<file path="src/rtl/rxwb_pkg.sv">
package rxwb_pkg;
  localparam int LEN_W  = 16;
  localparam int DESC_W = 128;
  localparam int ST_DD  = 0;
  localparam int ST_EOP = 1;
  localparam logic [2:0] DTYPE_LEGACY = 3'b000;

  // Per-queue size wins unless it is zero.
  function automatic logic [LEN_W-1:0] pick_size(input logic [LEN_W-1:0] q,
                                                 input logic [LEN_W-1:0] g);
    return (q != '0) ? q : g;
  endfunction

  function automatic logic [DESC_W-1:0] pack_legacy(input logic [63:0]      addr,
                                                    input logic [LEN_W-1:0] len,
                                                    input logic [15:0]      csum,
                                                    input logic [7:0]       status,
                                                    input logic [7:0]       errs,
                                                    input logic [15:0]      vlan);
    return {vlan, errs, status, csum, len, addr};
  endfunction
endpackage

</file>
<file path="src/rtl/rxwb_size_sel.sv">
module rxwb_size_sel
  import rxwb_pkg::*;
(
  input  logic [LEN_W-1:0] q_size,
  input  logic [LEN_W-1:0] g_size,
  output logic [LEN_W-1:0] eff_size
);
  assign eff_size = pick_size(q_size, g_size);
endmodule

</file>
<file path="src/rtl/rxwb_seg.sv">
module rxwb_seg
  import rxwb_pkg::*;
(
  input  logic             clk,
  input  logic             rst_n,
  input  logic             acc,
  input  logic             last,
  input  logic [LEN_W-1:0] sel_size,
  output logic [LEN_W-1:0] offset,
  output logic [LEN_W-1:0] seg_len,
  output logic             frame_start,
  output logic             buf_first,
  output logic             seg_close,
  output logic             pkt_first,
  output logic             frame_open
);
  logic             open_r;
  logic             first_r;
  logic [LEN_W-1:0] cnt_r;
  logic [LEN_W-1:0] size_r;
  logic [LEN_W:0]   nxt;
  logic [LEN_W-1:0] size_now;

  assign frame_start = !open_r;
  assign size_now    = frame_start ? sel_size : size_r;
  assign nxt         = {1'b0, cnt_r} + 1'b1;
  assign buf_first   = (cnt_r == '0);
  assign seg_close   = acc && (last || (nxt == {1'b0, size_now}));
  assign pkt_first   = frame_start || first_r;
  assign offset      = cnt_r;
  assign seg_len     = nxt[LEN_W-1:0];
  assign frame_open  = open_r;

  always_ff @(posedge clk or negedge rst_n) begin
    if (!rst_n) begin
      open_r  <= 1'b0;
      first_r <= 1'b0;
      cnt_r   <= '0;
      size_r  <= '0;
    end else if (acc) begin
      open_r  <= !last;
      cnt_r   <= seg_close ? '0 : nxt[LEN_W-1:0];
      first_r <= pkt_first && !seg_close;
      if (frame_start) size_r <= sel_size;
    end
  end
endmodule

</file>
<file path="src/rtl/rxwb_desc_fmt.sv">
module rxwb_desc_fmt
  import rxwb_pkg::*;
#(
  parameter int AW = 64
) (
  input  logic [AW-1:0]     addr,
  input  logic [LEN_W-1:0]  len,
  input  logic [15:0]       csum,
  input  logic              first,
  input  logic              eop,
  input  logic [7:0]        errs,
  input  logic [15:0]       vlan,
  output logic [DESC_W-1:0] desc
);
  logic [7:0]  status;
  logic [15:0] csum_f;

  always_comb begin
    status         = '0;
    status[ST_DD]  = 1'b1;
    status[ST_EOP] = eop;
    csum_f         = first ? csum : 16'h0000;
    desc           = pack_legacy(64'(addr), len, csum_f, status, errs, vlan);
  end
endmodule

</file>
<file path="src/rtl/rx_desc_wb.sv">
module rx_desc_wb
  import rxwb_pkg::*;
#(
  parameter int AW = 64
) (
  input  logic              clk,
  input  logic              rst_n,
  input  logic              in_valid,
  input  logic [7:0]        in_data,
  input  logic              in_last,
  input  logic [15:0]       in_csum,
  input  logic [7:0]        in_err,
  input  logic [15:0]       in_vlan,
  input  logic [LEN_W-1:0]  q_bsize,
  input  logic [LEN_W-1:0]  g_bsize,
  input  logic [2:0]        q_dtype,
  input  logic [AW-1:0]     buf_addr,
  output logic              addr_take,
  output logic              wr_valid,
  output logic [AW-1:0]     wr_addr,
  output logic [7:0]        wr_data,
  output logic              wb_valid,
  output logic [AW-1:0]     wb_addr,
  output logic [LEN_W-1:0]  wb_len,
  output logic [DESC_W-1:0] wb_desc
);
  logic [LEN_W-1:0]  eff_size;
  logic [LEN_W-1:0]  offset;
  logic [LEN_W-1:0]  seg_len;
  logic              frame_start;
  logic              buf_first;
  logic              seg_close;
  logic              pkt_first;
  logic              frame_open;

  logic              legacy_r;
  logic [AW-1:0]     base_r;
  logic [15:0]       csum_r;
  logic [7:0]        err_r;
  logic [15:0]       vlan_r;

  logic              legacy_now;
  logic [AW-1:0]     addr_now;
  logic [15:0]       csum_now;
  logic [7:0]        err_now;
  logic [15:0]       vlan_now;
  logic [DESC_W-1:0] desc_now;

  rxwb_size_sel u_size (
    .q_size  (q_bsize),
    .g_size  (g_bsize),
    .eff_size(eff_size)
  );

  rxwb_seg u_seg (
    .clk        (clk),
    .rst_n      (rst_n),
    .acc        (in_valid),
    .last       (in_last),
    .sel_size   (eff_size),
    .offset     (offset),
    .seg_len    (seg_len),
    .frame_start(frame_start),
    .buf_first  (buf_first),
    .seg_close  (seg_close),
    .pkt_first  (pkt_first),
    .frame_open (frame_open)
  );

  assign legacy_now = frame_start ? (q_dtype == DTYPE_LEGACY) : legacy_r;
  assign addr_now   = buf_first ? buf_addr : base_r;
  assign csum_now   = frame_start ? in_csum : csum_r;
  assign err_now    = frame_start ? in_err  : err_r;
  assign vlan_now   = frame_start ? in_vlan : vlan_r;
  assign addr_take  = in_valid && legacy_now && buf_first;

  rxwb_desc_fmt #(.AW(AW)) u_fmt (
    .addr (addr_now),
    .len  (seg_len),
    .csum (csum_now),
    .first(pkt_first),
    .eop  (in_last),
    .errs (err_now),
    .vlan (vlan_now),
    .desc (desc_now)
  );

  // Per-frame context
  always_ff @(posedge clk or negedge rst_n) begin
    if (!rst_n) begin
      legacy_r <= 1'b0;
      base_r   <= '0;
      csum_r   <= '0;
      err_r    <= '0;
      vlan_r   <= '0;
    end else if (in_valid) begin
      base_r <= addr_now;
      if (frame_start) begin
        legacy_r <= legacy_now;
        csum_r   <= in_csum;
        err_r    <= in_err;
        vlan_r   <= in_vlan;
      end
    end
  end

  // Registered outputs
  always_ff @(posedge clk or negedge rst_n) begin
    if (!rst_n) begin
      wr_valid <= 1'b0;
      wr_addr  <= '0;
      wr_data  <= '0;
      wb_valid <= 1'b0;
      wb_addr  <= '0;
      wb_len   <= '0;
      wb_desc  <= '0;
    end else begin
      wr_valid <= in_valid && legacy_now;
      wb_valid <= seg_close && legacy_now;
      if (in_valid) begin
        wr_addr <= addr_now + AW'(offset);
        wr_data <= in_data;
      end
      if (seg_close) begin
        wb_addr <= addr_now;
        wb_len  <= seg_len;
        wb_desc <= desc_now;
      end
    end
  end
endmodule

</file>
<file path="config.mk">
export PLATFORM = sky130hd
export DESIGN_NAME = rx_desc_wb
export DESIGN_NICKNAME = d
export VERILOG_FILES = /design/src/rtl/rxwb_pkg.sv /design/src/rtl/rxwb_size_sel.sv /design/src/rtl/rxwb_seg.sv /design/src/rtl/rxwb_desc_fmt.sv /design/src/rtl/rx_desc_wb.sv
export SDC_FILE = /design/constraint.sdc
export NUM_CORES = 1
export LEC_CHECK = 0
export ABC_AREA = 1
export BUFFER_PORTS_ARGS = -buffer_cell sky130_fd_sc_hd__buf_2
export CORE_MARGIN = 2
export CORE_UTILIZATION = 55
export CTS_BUF_LIST = sky130_fd_sc_hd__clkbuf_4 sky130_fd_sc_hd__clkbuf_8 sky130_fd_sc_hd__clkbuf_16
export DETAILED_ROUTE_END_ITERATION = 6
export HOLD_SLACK_MARGIN = 0.03
export PLACE_DENSITY = 0.91
export SLEW_MARGIN = 5
export SYNTH_ARGS = -nofsm -noshare
export SYNTH_HDL_FRONTEND = slang
export SYNTH_SLANG_ARGS = --single-unit
</file>
<file path="constraint.sdc">
create_clock -name clk -period 7.9 [get_ports clk]
set_clock_uncertainty 0.15 [all_clocks]
set_input_delay 0.79 -clock clk [delete_from_list [all_inputs] [get_ports clk]]
set_output_delay 0.79 -clock clk [all_outputs]
set_load 0.03 [all_outputs]
</file>
==> key figures <==
Timing
  • RSZ-0062 raised after global routing: no
  • Hold violation count in the final report: 0
  • Hold WS: ~120 ps
  • Worst-Margin Slew: 1270 ps
  • Worst relative slew slack: 0.151
  • Final setup fails: 0
  • Final min period: 5930 ps
  • Final period utilization: 0.751
  • Peak Freq: 169 MHz
  • Slew Viols, Final: 0
  • Sum of negative setup slack: 0 ps

Synth
  • Number of synthesized register bits: between 300 and 400
  • Complex-gate fraction of the synthesized area: 0.0855
  • Synth Area in XOR/XNOR: 0.0108
  • Largest family of logic cells by synthesized area: simple AND/OR/NAND/NOR gates
  • Mux contribution to synthesized area: 0.000542
  • Seq/Total Area, Yosys: 0.454
  • Simple-Gate Fraction of Synth Area: 0.324
  • Syn Inst Count: 2545
  • Cell variety after synth: 39
  • Post-Synth Adder-Cell Area: 0.0133
  • Synth Area per Inst: 7.25 sq um
  • Yosys warning total: 0
  • Cell Area, Synth: around 18000 sq um

Clock tree
  • Post-CTS Hold Fix Bufs: 0
  • Clock-pin slew on the worst setup and hold paths: 60 ps
  • CTS Buf Count: 37
  • # H-tree levels: 2
  • Sink Count: 335
  • Later-pin clock latency in the skew report: between 500 and 600 ps
  • Postcts setup bufs: 0
  • CTS root buffer: clkbuf_16
  • Maximum buffer depth of the clock tree: 3
  • CTS tree: built
  • Resize count post-CTS: 0

Cells and area
  • Layout cells sized above 1: 0.191
  • Filler Cell Count: between 2000 and 3000
  • Nets@finish: 2996
  • Post-layout util: 0.641
  • Synthesis-to-finish area growth: 15.6%

Detailed routing
  • Drt drc: 0
  • Via count: 18303
  • DR pass1 iterations: 6
  • Vias per cell: 5.54
  • Final ANT Viol Nets: 0
  • Drt first-iter violations: 1808
  • Post-DR wirelength/cell: ~18 um
  • Routed WL: 59400 um

Worst hold path
  • Hold Crit Class: in2async

Pwr
  • VDD IR-drop max: 198 uV
  • LEAKAGE: 0.0116 uW
  • Cell area power density: 303 nW/um^2
  • Final Total Pwr: 6460 uW

Global route
  • Initial antenna violation count: 1
  • GRT Util Overall: 0.335
  • First-pass GRT wire length: 93900 um
  • Via count of the first global-routing pass: 17273
  • Total congestion overflow: 0
  • Largest net degree at the start of global routing: 109

Run
  • Max_cap viols: 0

Critical path
  • CP max FO: between 50 and 60
  • Crit end category: flip-flop
  • CP startpoint kind: flip-flop
  • Setup Crit Path Kind: reg2reg
  • R2r setup slk: ~2000 ps
  • Critical R2R Capture: wr_addr[60]$_DFFE_PN0P_
  • Worst EP arrival: just over 6000 ps
  • RR Startpoint: u_seg.offset[0]$_DFFE_PN0P_
  • Crit path required time: between 8000 and 9000 ps
  • Reg2Reg Depth: 23

Floorplan
  • Core area: 33300 sq um
  • I/O Pins: 434
  • Row count: 67
  • Die area: between 30000 and 40000 sq um
  • Starting Density: 0.555
  • Die height: 187 um
  • Die Wd: 187 um

Outcome
  • Status: finished clean

Place
  • Port bufs: 427
  • DP HPWL: 42500 um
  • GPL Wtd Cong: 0.974
==> kinds of logic after synthesis <==
| family | count (synthesis) |
|---|---|
| and+or+nand+nor | 1445 |
| buffers and inverters | 424 |
| DFF | 335 |
| AOI/OAI and AO/OA | 298 |
| xor gates and xnor gates | 22 |
| adders and majority gates | 19 |
| other | 1 |
| muxes | 1 |
==> cell usage after synthesis (all sizes together) <==
cell | number | area share
a21o | 2 | 0.00081
a21oi | 37 | 0.010
a31oi | 2 | 0.00068
and2 | 1 | 0.00034
buf | 135 | 0.052
clkbuf | 69 | 0.014
conb | 1 | 0.00020
dfrtp | 335 | 0.45
fa | 1 | 0.0011
ha | 18 | 0.012
inv | 220 | 0.045
mux2i | 1 | 0.00054
nand2 | 904 | 0.18
nand3 | 253 | 0.069
nand3b | 26 | 0.011
nand4 | 21 | 0.0071
nor2 | 217 | 0.046
nor3 | 11 | 0.0033
nor3b | 1 | 0.00041
nor4 | 1 | 0.00034
o211ai | 14 | 0.0057
o21a | 6 | 0.0024
o21ai | 217 | 0.059
o21bai | 4 | 0.0016
o22ai | 16 | 0.0054
or2 | 9 | 0.0030
or3 | 1 | 0.00034
xnor2 | 10 | 0.0047
xor2 | 12 | 0.0061
==> state kept, by name, indices dropped and copies added (netlist names) <==
register          count
u_seg.first_r         1
wb_desc              44
err_r                 8
wr_valid              1
wr_data               8
base_r               64
legacy_r              1
u_seg.size_r         16
u_seg.offset         16
wr_addr              64
wb_len               15
wb_addr              63
wb_valid              1
vlan_r               16
u_seg.frame_open      1
csum_r               16
==> through the flow <==
stage | instance area [sq um] | cells | setup slack (ps)
floorplan | 18500 | 2550 | 3750
global placement | 20100 | 3235 | 2350
detailed placement | 20100 | 3235 | 2150
CTS | 21300 | 3300 | 2110
global route | 21300 | 3300 | 1560
finish | 21300 | 3301 | 1970
==> worst max-delay path, stage by stage (launching register included) <==
cell     delay [ps]
dfrtp_1         470
inv_2           130
ha_1            160
nand4_1         110
nor2_2          980
nand2_2         110
inv_2           790
nand2_1         100
o21ai_0         180
ha_1            210
inv_1            60
fa_1            390
o21ai_0         300
nand2_1         100
nand2_1         140
nand2_1          70
nand2_1         120
a21oi_1         150
nor2_2          230
nand2_1         230
nor2_1          380
nand2_1         100
nand2_1          80
nand3_1          70
==> area by class of cell <==
cell class / count / area [sq um] / share of cell area
timing repair buffer: 441 / 2260 / 0.106
clock inverter: 15 / 166 / 0.00780
antenna: 1 / 2.50 / 0.000117
multi-input combinational: 1791 / 8060 / 0.378
tap: 448 / 561 / 0.0263
inverter: 220 / 831 / 0.0389
clock buffer: 50 / 1080 / 0.0506
sequential: 335 / 8380 / 0.393
==> cell usage in the layout (no fill, tap or decap), types with 15 or more instances in the layout <==
master     Yosys  final
nor2_1       204    202
nand3_1      252    252
clkbuf_16      0     37
nand4_1       21     21
o22ai_1       16     16
ha_1          18     18
inv_1        213    212
nand2_1      901    900
dfrtp_1      335    334
nand3b_1      26     26
nor2_2        13     15
o21ai_0      211    211
buf_2         19    425
a21oi_1       37     37
==> routing by layer <==
| metal | GRT usage | wire [um] |
|---|---|---|
| met3 | 0.0570 | 5570 |
| met4 | 0.125 | 2260 |
| met2 | 0.539 | 27500 |
| met1 | 0.457 | 24100 |
| met5 | 0 | 0 |
==> worst max-delay path by stage <==
stage | to | depth (start not counted) | start
CTS | wr_addr[60]$_DFFE_PN0P_ | 23 | u_seg.offset[0]$_DFFE_PN0P_
detailed placement | wr_addr[60]$_DFFE_PN0P_ | 23 | u_seg.offset[0]$_DFFE_PN0P_
floorplan | wr_addr[56]$_DFFE_PN0P_ | 26 | u_seg.offset[0]$_DFFE_PN0P_
global route | wr_addr[60]$_DFFE_PN0P_ | 23 | u_seg.offset[0]$_DFFE_PN0P_
global placement | wr_addr[63]$_DFFE_PN0P_ | 21 | u_seg.offset[0]$_DFFE_PN0P_
finish | wr_addr[60]$_DFFE_PN0P_ | 23 | u_seg.offset[0]$_DFFE_PN0P_
==> power by group <==
part | switching (uW) | leakage [uW] | internal (uW)
combinational | 1740 | 0.00685 | 610
sequential | 249 | 0.00416 | 2080
clock | 726 | 0.000623 | 1060
(Power assumes the default switching activity.)
